`src/rtl/mau_pkg.sv`:
```
package mau_pkg;

    localparam int LANES  = 4;
    localparam int LANE_W = 8;
    localparam int DATA_W = LANES * LANE_W;
    localparam int OFF_W  = $clog2(LANES);

    typedef enum logic [1:0] {
        OP_BYTE     = 2'd0,
        OP_HALF     = 2'd1,
        OP_FULL     = 2'd2,
        OP_FULL_ALT = 2'd3
    } op_size_e;

    typedef enum logic [1:0] {
        ST_IDLE = 2'd0,
        ST_LOW  = 2'd1,
        ST_HIGH = 2'd2
    } seq_state_e;

    typedef struct packed {
        logic [LANES-1:0] be_lo;
        logic [LANES-1:0] be_hi;
        logic             split;
    } lane_plan_t;

    typedef struct packed {
        logic              write;
        op_size_e          size;
        logic [OFF_W-1:0]  off;
        logic [DATA_W-1:0] wdata;
    } req_hold_t;

    // Number of operand bytes for a size code.
    function automatic int size_bytes(op_size_e s);
        case (s)
            OP_BYTE: return 1;
            OP_HALF: return 2;
            default: return LANES;
        endcase
    endfunction

    // Right-justified run of ones, one per operand byte.
    function automatic logic [LANES-1:0] size_mask(op_size_e s);
        return LANES'((1 << size_bytes(s)) - 1);
    endfunction

    // Spread the operand mask over two adjacent words.
    function automatic lane_plan_t make_plan(op_size_e s, logic [OFF_W-1:0] off);
        logic [2*LANES-1:0] span;
        lane_plan_t         p;
        span    = {{LANES{1'b0}}, size_mask(s)} << off;
        p.be_lo = span[LANES-1:0];
        p.be_hi = span[2*LANES-1:LANES];
        p.split = |span[2*LANES-1:LANES];
        return p;
    endfunction

endpackage

```
`src/rtl/mau_lane_plan.sv`:
```
module mau_lane_plan
    import mau_pkg::*;
(
    input  op_size_e           size,
    input  logic [OFF_W-1:0]   off,
    input  logic [DATA_W-1:0]  wdata,
    output lane_plan_t         plan,
    output logic [DATA_W-1:0]  wdata_lo,
    output logic [DATA_W-1:0]  wdata_hi
);

    logic [DATA_W-1:0]   clean;
    logic [2*DATA_W-1:0] wide;

    // Drop operand bytes above the requested size.
    for (genvar g = 0; g < LANES; g++) begin : g_clean
        assign clean[g*LANE_W +: LANE_W] =
            (g < size_bytes(size)) ? wdata[g*LANE_W +: LANE_W] : '0;
    end

    assign wide     = {{DATA_W{1'b0}}, clean} << (LANE_W * int'(off));
    assign wdata_lo = wide[DATA_W-1:0];
    assign wdata_hi = wide[2*DATA_W-1:DATA_W];
    assign plan     = make_plan(size, off);

endmodule

```
`src/rtl/mau_load_merge.sv`:
```
module mau_load_merge
    import mau_pkg::*;
(
    input  logic               clk,
    input  logic               rst,
    input  logic               cap_lo,
    input  logic               finish,
    input  logic               in_high,
    input  logic               is_load,
    input  op_size_e           size,
    input  logic [OFF_W-1:0]   off,
    input  logic [DATA_W-1:0]  rdata,
    output logic [DATA_W-1:0]  rsp_data
);

    logic [DATA_W-1:0]   lo_q;
    logic [DATA_W-1:0]   lo_src;
    logic [DATA_W-1:0]   hi_src;
    logic [2*DATA_W-1:0] shifted;
    logic [DATA_W-1:0]   merged;

    always_ff @(posedge clk) begin
        if (rst) begin
            lo_q <= '0;
        end else if (cap_lo) begin
            lo_q <= rdata;
        end
    end

    assign lo_src  = in_high ? lo_q  : rdata;
    assign hi_src  = in_high ? rdata : '0;
    assign shifted = {hi_src, lo_src} >> (LANE_W * int'(off));

    for (genvar g = 0; g < LANES; g++) begin : g_zext
        assign merged[g*LANE_W +: LANE_W] =
            (g < size_bytes(size)) ? shifted[g*LANE_W +: LANE_W] : '0;
    end

    always_ff @(posedge clk) begin
        if (rst) begin
            rsp_data <= '0;
        end else if (finish) begin
            rsp_data <= is_load ? merged : '0;
        end
    end

endmodule

```
`src/rtl/mau_seq.sv`:
```
module mau_seq
    import mau_pkg::*;
(
    input  logic clk,
    input  logic rst,
    input  logic req_fire,
    input  logic split,
    input  logic bus_ready,
    output logic bus_valid,
    output logic req_ready,
    output logic in_high,
    output logic cap_lo,
    output logic finish,
    output logic rsp_valid
);

    seq_state_e st_q;
    seq_state_e st_d;

    always_comb begin
        st_d   = st_q;
        cap_lo = 1'b0;
        finish = 1'b0;
        case (st_q)
            ST_IDLE: begin
                if (req_fire) st_d = ST_LOW;
            end
            ST_LOW: begin
                if (bus_ready) begin
                    if (split) begin
                        cap_lo = 1'b1;
                        st_d   = ST_HIGH;
                    end else begin
                        finish = 1'b1;
                        st_d   = ST_IDLE;
                    end
                end
            end
            ST_HIGH: begin
                if (bus_ready) begin
                    finish = 1'b1;
                    st_d   = ST_IDLE;
                end
            end
            default: st_d = ST_IDLE;
        endcase
    end

    always_ff @(posedge clk) begin
        if (rst) begin
            st_q      <= ST_IDLE;
            rsp_valid <= 1'b0;
        end else begin
            st_q      <= st_d;
            rsp_valid <= finish;
        end
    end

    assign bus_valid = (st_q != ST_IDLE);
    assign req_ready = (st_q == ST_IDLE);
    assign in_high   = (st_q == ST_HIGH);

endmodule

```
`src/rtl/mau_splitter.sv`:
```
module mau_splitter
    import mau_pkg::*;
#(
    parameter int ADDR_W = 32
) (
    input  logic                    clk,
    input  logic                    rst,
    input  logic                    req_valid,
    output logic                    req_ready,
    input  logic [ADDR_W-1:0]       req_addr,
    input  logic [1:0]              req_size,
    input  logic                    req_write,
    input  logic [DATA_W-1:0]       req_wdata,
    output logic                    bus_valid,
    input  logic                    bus_ready,
    output logic [ADDR_W-OFF_W-1:0] bus_addr,
    output logic                    bus_write,
    output logic [LANES-1:0]        bus_be,
    output logic [DATA_W-1:0]       bus_wdata,
    input  logic [DATA_W-1:0]       bus_rdata,
    output logic                    rsp_valid,
    output logic [DATA_W-1:0]       rsp_data
);

    localparam int WA_W = ADDR_W - OFF_W;

    req_hold_t         rq_q;
    logic [WA_W-1:0]   wa_q;
    logic              req_fire;
    lane_plan_t        plan;
    logic [DATA_W-1:0] wdata_lo;
    logic [DATA_W-1:0] wdata_hi;
    logic              in_high;
    logic              cap_lo;
    logic              finish;

    assign req_fire = req_valid && req_ready;

    always_ff @(posedge clk) begin
        if (rst) begin
            rq_q <= '0;
            wa_q <= '0;
        end else if (req_fire) begin
            rq_q.write <= req_write;
            rq_q.size  <= op_size_e'(req_size);
            rq_q.off   <= req_addr[OFF_W-1:0];
            rq_q.wdata <= req_wdata;
            wa_q       <= req_addr[ADDR_W-1:OFF_W];
        end
    end

    mau_lane_plan u_plan (
        .size     (rq_q.size),
        .off      (rq_q.off),
        .wdata    (rq_q.wdata),
        .plan     (plan),
        .wdata_lo (wdata_lo),
        .wdata_hi (wdata_hi)
    );

    mau_seq u_seq (
        .clk       (clk),
        .rst       (rst),
        .req_fire  (req_fire),
        .split     (plan.split),
        .bus_ready (bus_ready),
        .bus_valid (bus_valid),
        .req_ready (req_ready),
        .in_high   (in_high),
        .cap_lo    (cap_lo),
        .finish    (finish),
        .rsp_valid (rsp_valid)
    );

    mau_load_merge u_merge (
        .clk      (clk),
        .rst      (rst),
        .cap_lo   (cap_lo),
        .finish   (finish),
        .in_high  (in_high),
        .is_load  (!rq_q.write),
        .size     (rq_q.size),
        .off      (rq_q.off),
        .rdata    (bus_rdata),
        .rsp_data (rsp_data)
    );

    assign bus_addr  = in_high ? (wa_q + WA_W'(1)) : wa_q;
    assign bus_be    = in_high ? plan.be_hi : plan.be_lo;
    assign bus_wdata = in_high ? wdata_hi : wdata_lo;
    assign bus_write = rq_q.write;

endmodule

```
`config.mk`:
```
export PLATFORM = sky130hd
export DESIGN_NAME = mau_splitter
export DESIGN_NICKNAME = d
export VERILOG_FILES = /design/src/rtl/mau_pkg.sv /design/src/rtl/mau_lane_plan.sv /design/src/rtl/mau_load_merge.sv /design/src/rtl/mau_seq.sv /design/src/rtl/mau_splitter.sv
export SDC_FILE = /design/constraint.sdc
export NUM_CORES = 1
export LEC_CHECK = 0
export BUFFER_PORTS_ARGS = -buffer_cell sky130_fd_sc_hd__buf_4
export CAP_MARGIN = 0
export CORE_UTILIZATION = 53
export CTS_CLUSTER_SIZE = 28
export DETAILED_ROUTE_END_ITERATION = 10
export PLACE_DENSITY = 0.81
export SYNTH_ARGS = -nofsm -noshare
export SYNTH_HDL_FRONTEND = slang
export SYNTH_SLANG_ARGS = --single-unit
```
`constraint.sdc`:
```
create_clock -name clk -period 2.8 [get_ports clk]
set_input_delay 0.14 -clock clk [delete_from_list [all_inputs] [get_ports clk]]
set_output_delay 0.14 -clock clk [all_outputs]
set_load 0.02 [all_outputs]
```
==> metrics.txt, run 1 <==
outcome completed; Starting Density 0.552; Via density 6.05; clock-pin transition on the worst setup and hold timing paths 0.06 ns; gp weighted congestion 0.942; die height 120 um; most frequent cells in the layout buf_4 (221), nand2_1 (160), dfxtp_1 (133); multi-input logic area 0.00439 mm^2; cell depth of the worst setup path 6; worst path cell trace buf_4 > nand2b_1 > nor2_2 > a22oi_1 > o21ai_0 > buf_4; largest net degree at the start of global routing 73; Tightest Pin Transition 1.05 ns; Layout Skew 0.00513 ns; Tcrit/Tclk final 0.972; cells after synthesis 900; CP max-delay cell nor2_2; hold_ws 0.00175 ns; GRT Util Overall 0.344; core outline area 0.0135 mm^2; Fmax achieved 0.368 GHz; Max rail drop VDD 0.000385 V; Hold WC Path Type in -> reg; Worst R2R Path Depth 6; Area Growth Syn to Fin 41.4%; Max Cap Viol 0; vias in the first global route 7518; Placed Area 0.00902 mm^2; Via Count 8130; DRT iter0 DRCs 1196; Post-synth top flop dfxtp_1; Post-synth EDFFs 0; Buf/Inv on CP 2; Power Density 498 mW/mm^2; Pwr Total 5.22 mW; post-synth net total 1008; Post-Syn Area per Cell 8.25 um^2; Remaining DRCs 0; CTS H-tree lvls 4; DP HPWL 15700 um; clk_lat worst skew 0.42 ns; crit path time final 2.72 ns; startpoint types flip-flop; CP delay by family, top simple AND/OR/NAND/NOR gates; synth unique cells 59; Hold Crit Depth 3; Fin. Hold Viols 0; Pleak 4.12 nW; Cell Rows 42; cell area after layout 0.0105 mm^2; synthesized flop and latch total 134; Slew Limit Headroom 0.301; ys async rst share 0; Max Slew Vio Count 0; Seq/Total Area, Yosys 0.361; Syn Std Cell Area 0.00742 mm^2; initial antenna violation count 1; layout cell share with drive strength beyond 1 0.273; setup repair after global routing missed its margin false; io pins 205; setup TNS 0 ns; routed len/inst 18.7 um; Final ANT Viol Nets 0; setup violators final 0; final net count 1261; sequential cell area 0.00268 mm^2; Syn. warnings 0; Chip Width 120 um; clock tree root buffer cell clkbuf_16; CTS Buf Count 17; first-pass GRT wire length 39200 um; crit end category primary output; Clock Sinks 134; CTS tree built; grt total ovfl 0; CP Data Required Time 2.66 ns; number of I/O port buffers 204; clk buf depth 2; Routed WL 25100 um; Detailed Routing Iterations Pass 1 6; most common cell after layout, fill and taps aside buf_4; Crit Path Class reg -> out; crit-path max FO 41; cell mode on critical path buf_4; crit path DAT 2.58 ns; FILL cells 931; largest stage delay on the critical path 0.53 ns; Die ar. 0.0145 mm^2
-- cell usage after synthesis, types with 3 or more instances --
cell type	n	area share
dfxtp_1	134	0.36
mux2i_1	49	0.066
a21o_1	6	0.0061
o211ai_1	5	0.0051
xnor2_1	26	0.031
xor2_1	3	0.0035
a22oi_1	20	0.020
nand2_1	162	0.082
buf_1	8	0.0040
nand4_1	13	0.011
a31oi_1	26	0.022
nor4_1	5	0.0042
nand2b_1	3	0.0025
nor2_1	60	0.030
o22ai_1	18	0.015
nor2_2	3	0.0025
nor3_1	4	0.0027
buf_6	6	0.0091
a21oi_1	81	0.055
a32o_1	21	0.028
inv_1	9	0.0045
buf_4	7	0.0071
o2bb2ai_2	6	0.012
and2_1	8	0.0067
nand3_1	23	0.016
o21ai_1	9	0.0061
o2bb2ai_1	7	0.0083
clkbuf_1	40	0.020
ha_1	5	0.0084
mux2_2	28	0.042
nor3b_1	9	0.0091
buf_2	16	0.011
and3_1	7	0.0059
a211oi_1	11	0.011
a221oi_1	7	0.0083
nand3b_1	7	0.0071
or3_1	3	0.0025
o21ai_0	18	0.012
-- tightest hold or removal path: cells and delay by family --
kind          cells  cell delay [ns]
simple gates      1             0.08
mux               1             0.07
buf+inv           1             0.09
-- logic make-up after synthesis --
family	count (synthesis)	share of synthesized area
and+or+nand+nor	317	0.194
DFF	134	0.361
muxes	81	0.118
adders and majority gates	5	0.00843
AOI/OAI and AO/OA	246	0.227
buffers and inverters	88	0.0568
xor gates and xnor gates	29	0.0342
-- layout make-up --
| cell class | instances | share of cell area |
|---|---|---|
| multi-input cells | 678 | 0.418 |
| flip-flops and latches | 134 | 0.256 |
| repair buffers | 311 | 0.249 |
| clock buffers | 23 | 0.0446 |
| well taps | 176 | 0.0210 |
| clock inverters | 8 | 0.00727 |
| inverters | 11 | 0.00393 |
| diodes | 2 | 0.000477 |
-- layer usage --
layer,share of wire,track usage,vias up
li1,-,-,3761
met2,0.47,0.545,507
met5,0,0,-
met1,0.41,0.456,3787
met3,0.094,0.0731,75
met4,0.030,0.133,0
-- registers in the layout, indices dropped and copies added, names as in the netlist --
name / count
u_seq.rsp_valid: 1
u_merge.rsp_data: 32
wa_q: 30
bus_write: 1
u_merge.lo_q: 32
rq_q: 36
u_seq.st_q: 2
-- worst paths after layout --
check                                        start                                end  slack (ns)
hold reg to reg   u_merge.rsp_data[2]$_SDFFE_PP0P_   u_merge.rsp_data[2]$_SDFFE_PP0P_        0.46
setup reg to reg        u_seq.st_q[0]$_SDFFE_PP0P_  u_merge.rsp_data[10]$_SDFFE_PP0P_        0.36
hold / removal                       bus_rdata[23]      u_merge.lo_q[23]$_SDFFE_PP0P_       0.002
setup / recovery             rq_q[33]$_SDFFE_PP0P_                      bus_wdata[19]        0.08
-- per-stage QoR --
stage / setup WS (ns) / std cells / util
final: 0.0794 / 1343 / 0.780
after global routing: 0.0219 / 1342 / 0.780
after CTS: 0.00832 / 1336 / 0.774
after detailed placement: 0.339 / 1222 / 0.671
after global placement: 0.412 / 1222 / 0.671
after floorplan: 0.202 / 900 / -
-- power by group --
group / internal, mW / switching (mW) / total, mW
Sequential: 1.98 / 0.0801 / 2.06
Clock: 1.26 / 0.815 / 2.07
Combinational: 0.481 / 0.608 / 1.09
Total: 3.72 / 1.50 / 5.22
-- timing repair --
item | in CTS | in global routing
pin swaps | 0 | 2
gates resized for setup | 2 | 9
endpoints found under the hold margin | 83 | 1
setup buffers | 0 | 4
hold buffers | 83 | 1
setup endpoints to repair | 11 | 36
Note: power is estimated with default switching activity, not from simulation.
==> inputs of run 2 (changes only) <==
Settings changed: CORE_UTILIZATION 53 to 54, SYNTH_HIERARCHICAL set to 1.
==> run 2 against run 1 <==
Effect of this change:
- synthesized cell count grew 12%
- worst hold slack improved by 0.013 ns
- setup slack lost 0.066 ns
- sequential power about the same
- clock power increased by 8%
- global-route usage rose by 0.35 points
- die area increased by 9.4%
- clock-buffer cell count fell by 6
- critical path depth rose by 2
- clock skew up 0.0053 ns
==> metrics.txt, run 2 <==
Remaining DRCs 0; Yosys top cell by area dfxtp_1; Max Slew Vio Count 0; CTS Buf Count 17; Fin. Hold Viols 0; DP HPWL 17800 um; CP Data Required Time 2.66 ns; Tightest Pin Transition 1.05 ns; Placed Area 0.00977 mm^2; Seq/Total Area, Yosys 0.324; Detailed Routing Iterations Pass 1 5; Syn Std Cell Area 0.00829 mm^2; setup violators final 0; clock tree root buffer cell clkbuf_16; Synth top area share 0.324; Crit Path Class reg -> out; routed len/inst 19.0 um; Cell Rows 44; io pins 205; clk buf depth 2; hold_ws 0.0145 ns; number of I/O port buffers 204; most common cell after layout, fill and taps aside buf_4; DRT iter0 DRCs 1102; Post-Syn Area per Cell 8.23 um^2; max FFs per register 36; Area Growth Syn to Fin 35.4%; crit-path max FO 11; Clock Sinks 134; top-count cell post-synth nand2_1; synthesized flop and latch total 134; cell area after layout 0.0112 mm^2; Final ANT Viol Nets 0; initial antenna violation count 2; outcome completed; setup TNS 0 ns; Top reg by flops rq_q; CTS H-tree lvls 4; gp weighted congestion 0.968; core outline area 0.0148 mm^2; Tcrit/Tclk final 0.995; clock-pin transition on the worst setup and hold timing paths 0.06 ns; most frequent cells in the layout buf_4 (228), nand2_1 (207), dfxtp_1 (133); Layout Skew 0.0105 ns; Via Count 8780; cells after synthesis 1007; Post-synth top flop dfxtp_1; sequential cell area 0.00269 mm^2; die height 126 um; Hold WC Path Type in -> reg; Starting Density 0.562; crit path DAT 2.65 ns; CP Launch Point rq_q[35]$_SDFFE_PP0P_; Final WS setup 0.0137 ns; hold wc startpoint bus_rdata[24]; Syn. warnings 6; Max rail drop VDD 0.000495 V; Via density 6.01; setup repair after global routing missed its margin true; Pwr Total 5.56 mW; Max Cap Viol 0; first-pass GRT wire length 43600 um; Fmax achieved 0.359 GHz; final net count 1372; GRT Util Overall 0.347; crit end category primary output; vias in the first global route 8353; layout cell share with drive strength beyond 1 0.265; Slew Limit Headroom 0.300; CTS tree built; Critical R2R Launch rq_q[35]$_SDFFE_PP0P_; Pleak 4.64 nW; Post-synth top cells nand2_1 (209), dfxtp_1 (134), a21oi_1 (95); Post-synth EDFFs 0; FILL cells 1015; startpoint types flip-flop; multi-input logic area 0.00511 mm^2; Die ar. 0.0158 mm^2; pre-CTS setup slack 0.105 ns; ys async rst share 0; largest cells by area after synthesis dfxtp_1 (32%), mux2i_1 (9.8%), nand2_1 (9.5%), a21oi_1 (5.7%), mux2_2 (5.0%); Routed WL 27700 um; Power Density 495 mW/mm^2; synth unique cells 64; Chip Width 126 um; clk_lat worst skew 0.42 ns; largest net degree at the start of global routing 88; grt total ovfl 0; crit path time final 2.79 ns; biggest regs rq_q (36), u_merge/lo_q (32), u_merge/rsp_data (32)
## run 2: worst paths after layout
path | end | slack [ns] | depth (start not counted)
max reg2reg | u_merge/rsp_data[1]$_SDFFE_PP0P_ | 0.16 | 12
min reg2reg | u_merge/rsp_data[12]$_SDFFE_PP0P_ | 0.44 | 2
max | bus_wdata[18] | 0.01 | 8
min | u_merge/lo_q[24]$_SDFFE_PP0P_ | 0.01 | 3
## run 2: cell type report
| cell class | count | area share |
|---|---|---|
| diodes | 2 | 0.000446 |
| well taps | 184 | 0.0205 |
| clock inverters | 15 | 0.0146 |
| multi-input cells | 785 | 0.456 |
| repair buffers | 311 | 0.227 |
| clock buffers | 17 | 0.0379 |
| inverters | 12 | 0.00412 |
| flip-flops and latches | 134 | 0.239 |
## run 2: cells by family after synthesis
family / share of synthesized area
multiplexers: 0.170
AND/OR/NAND/NOR: 0.229
adder cells (fa/ha/maj): 0.0121
other: 0.000452
flip-flops: 0.324
buffers and inverters: 0.0679
AO/OA/AOI/OAI: 0.166
XOR/XNOR: 0.0306
## run 2: what timing repair did
item                                    4_1_cts  5_1_grt
pin swaps                                     0        1
resized for setup                             2        6
endpoints found under the setup margin        9       63
hold buffers                                 80        2
setup buffers                                 0        2
hold endpoints to repair                     80        2
## run 2: power breakdown
group          total, mW  internal, mW  leakage (nW)  switching [mW]
clock               2.24          1.33         0.282           0.910
combinational       1.23         0.550          3.27           0.683
sequential          2.09          1.99          1.09           0.101
total               5.56          3.87          4.64            1.69
## run 2: per-stage QoR
| stage | cells | util |
|---|---|---|
| after global placement | 1342 | 0.662 |
| after global routing | 1460 | 0.761 |
| final | 1460 | 0.761 |
| after detailed placement | 1342 | 0.662 |
| after CTS | 1454 | 0.757 |
| after floorplan | 1015 | - |
## run 2: layer usage
metal,vias to the layer above,global-route usage,part of all wire
li1,4028,-,-
met1,4115,0.439,0.40
met2,565,0.569,0.47
met3,72,0.0913,0.10
met4,0,0.124,0.026
met5,-,0,0
## run 2: critical path, cell delays in order, from the launching register on
cell      delay, ns
dfxtp_1        0.34
or2_2          0.36
ha_1           0.31
buf_4          0.19
clkinv_2       0.21
a32oi_1        0.27
o21ai_1        0.10
mux2_2         0.28
buf_4          0.16
